--- src/rtl/cfgreg_pkg.sv ---
// Package: shared constants and bit positions of the configuration register.
// Assumes: an 8-bit register whose layout is fixed by the decode of the unlock steps.
package cfgreg_pkg;
    localparam int REG_W      = 8;
    localparam int BIT_BP2    = 0;
    localparam int BIT_WEL    = 1;
    localparam int BIT_RWEL   = 2;
    localparam logic [7:0] CMD_ARM_WEL  = 8'h02;
    localparam logic [7:0] CMD_ARM_RWEL = 8'h06;
    localparam logic [7:0] CMD_DISARM   = 8'h00;
    localparam logic [1:0] WD_FACTORY   = 2'b11;
    localparam logic [2:0] BP_FACTORY   = 3'b000;

    typedef struct packed {
        logic [1:0] wd;
        logic [2:0] bp;
    } retained_t;

    // Assemble the register image from its fields.
    function automatic logic [7:0] pack_reg(retained_t f, logic rwel, logic wel);
        return {1'b0, f.wd, f.bp[1:0], rwel, wel, f.bp[2]};
    endfunction
endpackage

--- src/rtl/cfgreg_txn_track.sv ---
// Module: tracks one register write transaction and decides ACK/NACK per data byte.
// Assumes: the front end delivers start/stop/data strobes as single-cycle pulses.
module cfgreg_txn_track #(
    parameter int IDX_W = 4
) (
    input  logic             clk,
    input  logic             rst_n,
    input  logic             txn_start,
    input  logic             txn_stop,
    input  logic             reg_sel,
    input  logic             data_valid,
    input  logic [7:0]       data_byte,
    input  logic [IDX_W-1:0] byte_idx,
    input  logic             wel,
    input  logic             busy,
    output logic             ack_valid,
    output logic             ack,
    output logic             wr_fire,
    output logic [7:0]       wr_byte
);
    import cfgreg_pkg::*;

    logic pend_q;
    logic [7:0] pend_byte_q;
    logic extra_byte;
    logic accept;

    // A byte counts as extra if it is not first or if one is already pending.
    assign extra_byte = (byte_idx != '0) || pend_q;
    // Acceptance rule for a data byte.
    assign accept = !extra_byte && !busy && (wel || data_byte == CMD_ARM_WEL);

    // Hold the pending byte and emit the acknowledge decision.
    always_ff @(posedge clk) begin
        if (!rst_n) begin
            pend_q      <= 1'b0;
            pend_byte_q <= '0;
            ack_valid   <= 1'b0;
            ack         <= 1'b0;
        end else begin
            ack_valid <= data_valid && reg_sel;
            if (txn_start) begin
                pend_q <= 1'b0;
            end
            if (data_valid && reg_sel) begin
                ack <= accept;
                if (accept) begin
                    pend_q      <= 1'b1;
                    pend_byte_q <= data_byte;
                end else if (extra_byte) begin
                    pend_q <= 1'b0;
                end
            end
            if (txn_stop) begin
                pend_q <= 1'b0;
            end
        end
    end

    assign wr_fire = txn_stop && pend_q;
    assign wr_byte = pend_byte_q;

    p_busy_nack_r10: assert property (@(posedge clk) disable iff (!rst_n)
        (data_valid && reg_sel && busy) |=> (ack_valid && !ack));
    p_extra_byte_nack_r9: assert property (@(posedge clk) disable iff (!rst_n)
        (data_valid && reg_sel && byte_idx != '0) |=> (ack_valid && !ack));
endmodule

--- src/rtl/cfgreg_commit_timer.sv ---
// Module: models the nonvolatile commit delay as a down-counter.
// Assumes: a commit is never requested while a previous one is counting.
module cfgreg_commit_timer #(
    parameter int COMMIT_CYCLES = 16
) (
    input  logic clk,
    input  logic rst_n,
    input  logic cold_init,
    input  logic start,
    output logic busy
);
    localparam int CNT_W = $clog2(COMMIT_CYCLES + 1);
    localparam logic [CNT_W-1:0] LOAD = CNT_W'(COMMIT_CYCLES);

    logic [CNT_W-1:0] cnt_q;

    // Load on commit, count down to zero.
    always_ff @(posedge clk) begin
        if (!rst_n || cold_init) begin
            cnt_q <= '0;
        end else if (start) begin
            cnt_q <= LOAD;
        end else if (cnt_q != '0) begin
            cnt_q <= cnt_q - 1'b1;
        end
    end

    assign busy = (cnt_q != '0);

    p_cnt_bound_r6: assert property (@(posedge clk) disable iff (!rst_n)
        cnt_q <= LOAD);
    p_start_loads_r6: assert property (@(posedge clk) disable iff (!rst_n || cold_init)
        start |=> (cnt_q == LOAD));
endmodule

--- src/rtl/cfgreg_field_store.sv ---
// Module: holds the enable latches and retained fields, decodes the unlock steps.
// Assumes: wr_fire is a one-cycle pulse at the stop of an accepted write.
module cfgreg_field_store (
    input  logic       clk,
    input  logic       rst_n,
    input  logic       cold_init,
    input  logic       wr_fire,
    input  logic [7:0] wr_byte,
    output logic       wel,
    output logic       commit,
    output logic [7:0] reg_value
);
    import cfgreg_pkg::*;

    logic wel_q, rwel_q;
    retained_t fields_q;
    logic set_wel, set_rwel, clr_wel, commit_pat;

    // Decode of the written byte against the current latch state.
    always_comb begin
        set_wel    = !wel_q && wr_byte == CMD_ARM_WEL;
        set_rwel   = wel_q && !rwel_q && wr_byte == CMD_ARM_RWEL;
        clr_wel    = wel_q && !rwel_q && wr_byte == CMD_DISARM;
        commit_pat = wel_q && rwel_q && !wr_byte[7] && !wr_byte[BIT_RWEL] && wr_byte[BIT_WEL];
    end

    assign commit = wr_fire && commit_pat;

    // Volatile latches: cleared by reset or cold init, stepped by accepted writes.
    always_ff @(posedge clk) begin
        if (cold_init || !rst_n) begin
            wel_q  <= 1'b0;
            rwel_q <= 1'b0;
        end else if (wr_fire) begin
            if (set_wel)    wel_q  <= 1'b1;
            if (clr_wel)    wel_q  <= 1'b0;
            if (set_rwel)   rwel_q <= 1'b1;
            if (commit_pat) rwel_q <= 1'b0;
        end
    end

    // Retained fields: factory load on cold init only, otherwise loaded on commit.
    always_ff @(posedge clk) begin
        if (cold_init) begin
            fields_q.wd <= WD_FACTORY;
            fields_q.bp <= BP_FACTORY;
        end else if (rst_n && commit) begin
            fields_q.wd <= wr_byte[6:5];
            fields_q.bp <= {wr_byte[BIT_BP2], wr_byte[4:3]};
        end
    end

    assign wel       = wel_q;
    assign reg_value = pack_reg(fields_q, rwel_q, wel_q);

    p_rwel_needs_wel_r5: assert property (@(posedge clk) disable iff (!rst_n || cold_init)
        $rose(rwel_q) |-> $past(wel_q));
    p_fields_hold_r12: assert property (@(posedge clk) disable iff (!rst_n)
        (!cold_init && !wr_fire) |=> $stable(fields_q));
    p_commit_clears_rwel_r6: assert property (@(posedge clk) disable iff (!rst_n || cold_init)
        commit |=> (!rwel_q && wel_q));
endmodule

--- src/rtl/cfgreg_unlock_seq.sv ---
// Module: top of the configuration register with its three-step write unlock.
// Assumes: bus decoding is done upstream; cold_init is asserted once before use.
module cfgreg_unlock_seq #(
    parameter int IDX_W         = 4,
    parameter int COMMIT_CYCLES = 16
) (
    input  logic             clk,
    input  logic             rst_n,
    input  logic             cold_init,
    input  logic             txn_start,
    input  logic             txn_stop,
    input  logic             reg_sel,
    input  logic             data_valid,
    input  logic [7:0]       data_byte,
    input  logic [IDX_W-1:0] byte_idx,
    input  logic             rd_strobe,
    output logic             ack_valid,
    output logic             ack,
    output logic             busy,
    output logic             rd_valid,
    output logic [7:0]       rd_data,
    output logic [7:0]       reg_value
);
    logic       wel;
    logic       wr_fire;
    logic [7:0] wr_byte;
    logic       commit;

    cfgreg_txn_track #(.IDX_W(IDX_W)) u_txn (
        .clk(clk), .rst_n(rst_n), .txn_start(txn_start), .txn_stop(txn_stop),
        .reg_sel(reg_sel), .data_valid(data_valid), .data_byte(data_byte),
        .byte_idx(byte_idx), .wel(wel), .busy(busy), .ack_valid(ack_valid),
        .ack(ack), .wr_fire(wr_fire), .wr_byte(wr_byte)
    );

    cfgreg_field_store u_store (
        .clk(clk), .rst_n(rst_n), .cold_init(cold_init), .wr_fire(wr_fire),
        .wr_byte(wr_byte), .wel(wel), .commit(commit), .reg_value(reg_value)
    );

    cfgreg_commit_timer #(.COMMIT_CYCLES(COMMIT_CYCLES)) u_timer (
        .clk(clk), .rst_n(rst_n), .cold_init(cold_init), .start(commit), .busy(busy)
    );

    // Single-byte read port: only the first byte index returns data.
    always_ff @(posedge clk) begin
        if (!rst_n) begin
            rd_valid <= 1'b0;
            rd_data  <= '0;
        end else begin
            rd_valid <= rd_strobe && reg_sel && byte_idx == '0;
            if (rd_strobe && reg_sel && byte_idx == '0) begin
                rd_data <= reg_value;
            end
        end
    end

    p_single_read_r11: assert property (@(posedge clk) disable iff (!rst_n)
        (rd_strobe && byte_idx != '0) |=> !rd_valid);
    p_commit_busy_r6: assert property (@(posedge clk) disable iff (!rst_n || cold_init)
        commit |=> busy);
    p_bit7_zero_r1: assert property (@(posedge clk) disable iff (!rst_n)
        !reg_value[7]);
endmodule

--- config.mk ---
export PLATFORM = sky130hd
export DESIGN_NAME = cfgreg_unlock_seq
export DESIGN_NICKNAME = d
export VERILOG_FILES = /design/src/rtl/cfgreg_pkg.sv /design/src/rtl/cfgreg_txn_track.sv /design/src/rtl/cfgreg_commit_timer.sv /design/src/rtl/cfgreg_field_store.sv /design/src/rtl/cfgreg_unlock_seq.sv
export SDC_FILE = /design/constraint.sdc
export NUM_CORES = 1
export LEC_CHECK = 0
export ABC_AREA = 1
export BUFFER_PORTS_ARGS = -buffer_cell sky130_fd_sc_hd__buf_2
export CAP_MARGIN = 20
export CORE_AREA = 8 8 61 63
export CTS_BUF_LIST = sky130_fd_sc_hd__clkbuf_4
export DETAILED_ROUTE_END_ITERATION = 16
export DIE_AREA = 0 0 69 71
export MAX_ROUTING_LAYER = met4
export PLACE_DENSITY = 0.79
export SLEW_MARGIN = 15
export SYNTH_ARGS = -nofsm -noshare
export SYNTH_HDL_FRONTEND = slang
export SYNTH_SLANG_ARGS = --single-unit
--- constraint.sdc ---
create_clock -name clk -period 2.06 [get_ports clk]
set_clock_uncertainty 0.15 [all_clocks]
set_input_delay 0.206 -clock clk [delete_from_list [all_inputs] [get_ports clk]]
set_output_delay 0.206 -clock clk [all_outputs]
set_load 0.05 [all_outputs]
==> impl_metrics.tcl <==
set metrics [dict create \
    yosysUniqueCellTypes 26 \
    fp-row-count 20 \
    max-vdd-ir-drop_uv 777 \
    grt_pass1_vias 1140 \
    wirelength_um 2880 \
    antenna_found_initial 0 \
    timing.final.ws_setup_ns 0.0707 \
    die_y_um 71 \
    cts_made_buffers 5 \
    core_mm2 0.00285 \
    rsz0062_at_grt "false" \
    rr_startpoint "u_store.wel" \
    worstHoldStart "reg_sel" \
    crit_path_max_fanout 5 \
    die-area_mm2 0.00490 \
    antenna_left 0 \
    powerDensity_mw_per_mm2 970 \
    finalNetCount 257 \
    p_leak_nw 0.835 \
    diodes 0 \
    root_buffer "clkbuf_4" \
    io_buffers 37 \
    arrival_ns 2.12 \
    setup.worst_path.end_class "flip-flop" \
    synth-seq-cells 31 \
    relSlewSlack_pct 66.1 \
    cts_tree "built" \
    syn_to_final_growth_pct 22.0 \
    status "finished, final reports clean" \
    synth_edf_count 0 \
    grt_pass1_wl_um 4890 \
    start_util_pct 49.7 \
    clockBufferDepth 2 \
    pre_cts_ws_ns 0.478 \
    cts_resized 0 \
    max_cap_violations 0 \
    startpoint "data_valid" \
    seq_area_frac_synth_pct 43.7 \
    grt_max_degree 18 \
    fin_tns_setup_ns 0 \
    wire_per_inst_um 10.7 \
    grt.total_usage_pct 12.4 \
    synth_top_area_share_pct 43.7 \
    gp_congestion 0.887 \
    min_period_ns 1.99 \
    syn_inst 191 \
    vias_per_cell 4.70 \
    clock-sinks 31 \
    worst_pin_slew_ns 0.506 \
    async_flop_share_pct 0 \
    period_share_pct 96.6 \
    h-tree-depth 2 \
    syn_area_per_cell_um2 7.43 \
    drt-pass1-iter-count 4 \
    required_ns 2.19 \
    synthFlopType "dfxtp_1" \
    synth_top_area_cell "dfxtp_1" \
    clkTransAtPathRegs_ns 0.09 \
    finalSetupViolCount 0 \
    hold_violations 0 \
    overflow 0 \
    vias 1268 \
    path_class "in -> reg" \
    clk_latency_ns 0.33 \
    ys_warn_count 0 \
    hp-class "in -> reg" \
    drtIter0Drc 36 \
    synth_area_mm2 0.00142 \
    final_max_slew_viol_count 0 \
    synth_area_leaders "dfxtp_1 44%, nand2_1 9.8%, a21oi_1 7.4%" \
    critPathLaunchType "primary input" \
    die-width_um 69 \
    drive_gt1_share_pct 24.5 \
    max_freq_mhz 503 \
    drc 0 \
    io-pin-count 40 \
    dpl.hpwl_um 2150 \
]
path summary, 6_finish.rpt:
kind / to / slack, ns / cells past startpoint
worst min register to register: rd_data[6] / 0.29 / 2
worst min-delay path: u_txn.ack_valid / 0.02 / 3
worst max register to register: u_txn.pend_q / 0.16 / 6
worst max-delay path: u_txn.pend_q / 0.07 / 9
synthesized netlist by cell type (all sizes together) (2+ instances only):
| cell type | number |
|---|---|
| a21oi | 23 |
| buf | 6 |
| clkbuf | 2 |
| dfxtp | 31 |
| inv | 27 |
| nand2 | 38 |
| nand3 | 14 |
| nand3b | 2 |
| nand4 | 2 |
| nor2 | 27 |
| nor3 | 4 |
| o21ai | 8 |
| xnor2 | 2 |
routing by layer:
layer / share of wire [%] / global-route usage (%)
met3: 7.6 / 5.45
met4: 2.3 / 8.20
met2: 45 / 18.3
met5: 0 / -
met1: 45 / 13.1
flip-flops by register name, summed over array words and instances (netlist names), 5 cells and up:
name,cells
rd_data,7
u_store.reg_value,5
u_timer.cnt_q,5
u_txn.wr_byte,8
layout make-up:
type / instances / area [um2]
fillers: 275 / 1120
well taps: 33 / 41.3
multi-input cells: 126 / 636
clock inverters: 3 / 38.8
inverters: 27 / 101
repair buffers: 45 / 255
clock buffers: 5 / 37.5
flip-flops and latches: 31 / 621
kinds of logic after synthesis:
| kind of cell | after synthesis | share of synthesized area [%] |
|---|---|---|
| other | 1 | 0.264 |
| xor gates and xnor gates | 3 | 1.85 |
| buffers and inverters | 35 | 11.7 |
| adders and majority gates | 1 | 0.882 |
| DFF | 31 | 43.7 |
| and+or+nand+nor | 88 | 29.5 |
| AOI/OAI and AO/OA | 32 | 12.0 |
cell usage in the layout (no fill, tap or decap), drive strengths merged, types with 4 or more instances in the layout:
cell type and n:
nand3 14, a21oi 23, nor2 27, nand2 38, buf 41, inv 27
dlygate4sd3 4, nor3 4, clkbuf 5, dfxtp 31, o21ai 8
through the flow:
| step | util, % | hold slack (ns) | total power [mW] | cells | cell area [um2] |
|---|---|---|---|---|---|
| 2_1_floorplan | - | 0.125 | 1.14 | 192 | 1420 |
| 3_3_place_gp | 56.1 | 0.278 | 1.23 | 256 | 1600 |
| 3_5_place_dp | 56.1 | 0.282 | 1.24 | 256 | 1600 |
| 4_1_cts | 60.1 | 0.0158 | 1.69 | 268 | 1720 |
| 5_1_grt | 60.7 | 0.0601 | 1.78 | 270 | 1730 |
| 6_report | 60.7 | 0.0221 | 1.68 | 270 | 1730 |
where the power goes:
part           leakage (nW)  switching, mW  internal [mW]
sequential            0.250         0.0297          0.636
clock                0.0426          0.204          0.249
combinational         0.543          0.369          0.190
total                 0.835          0.603           1.07
critical path, cell delays in order:
cell and delay, ns:
dlygate4sd3_1 0.55, buf_2 0.12, nand2_1 0.08, nor2_1 0.14, nand3_2 0.14, nor2_8 0.17, nand2_4 0.07, a21oi_2 0.10
dlygate4sd3_1 0.54
timing repair:
action,in CTS,in global routing
setup endpoints to repair,0,1
endpoints found under the hold margin,6,0
buffers inserted,0,2
hold buffers,4,0
Power figures use the tool's default switching activity.
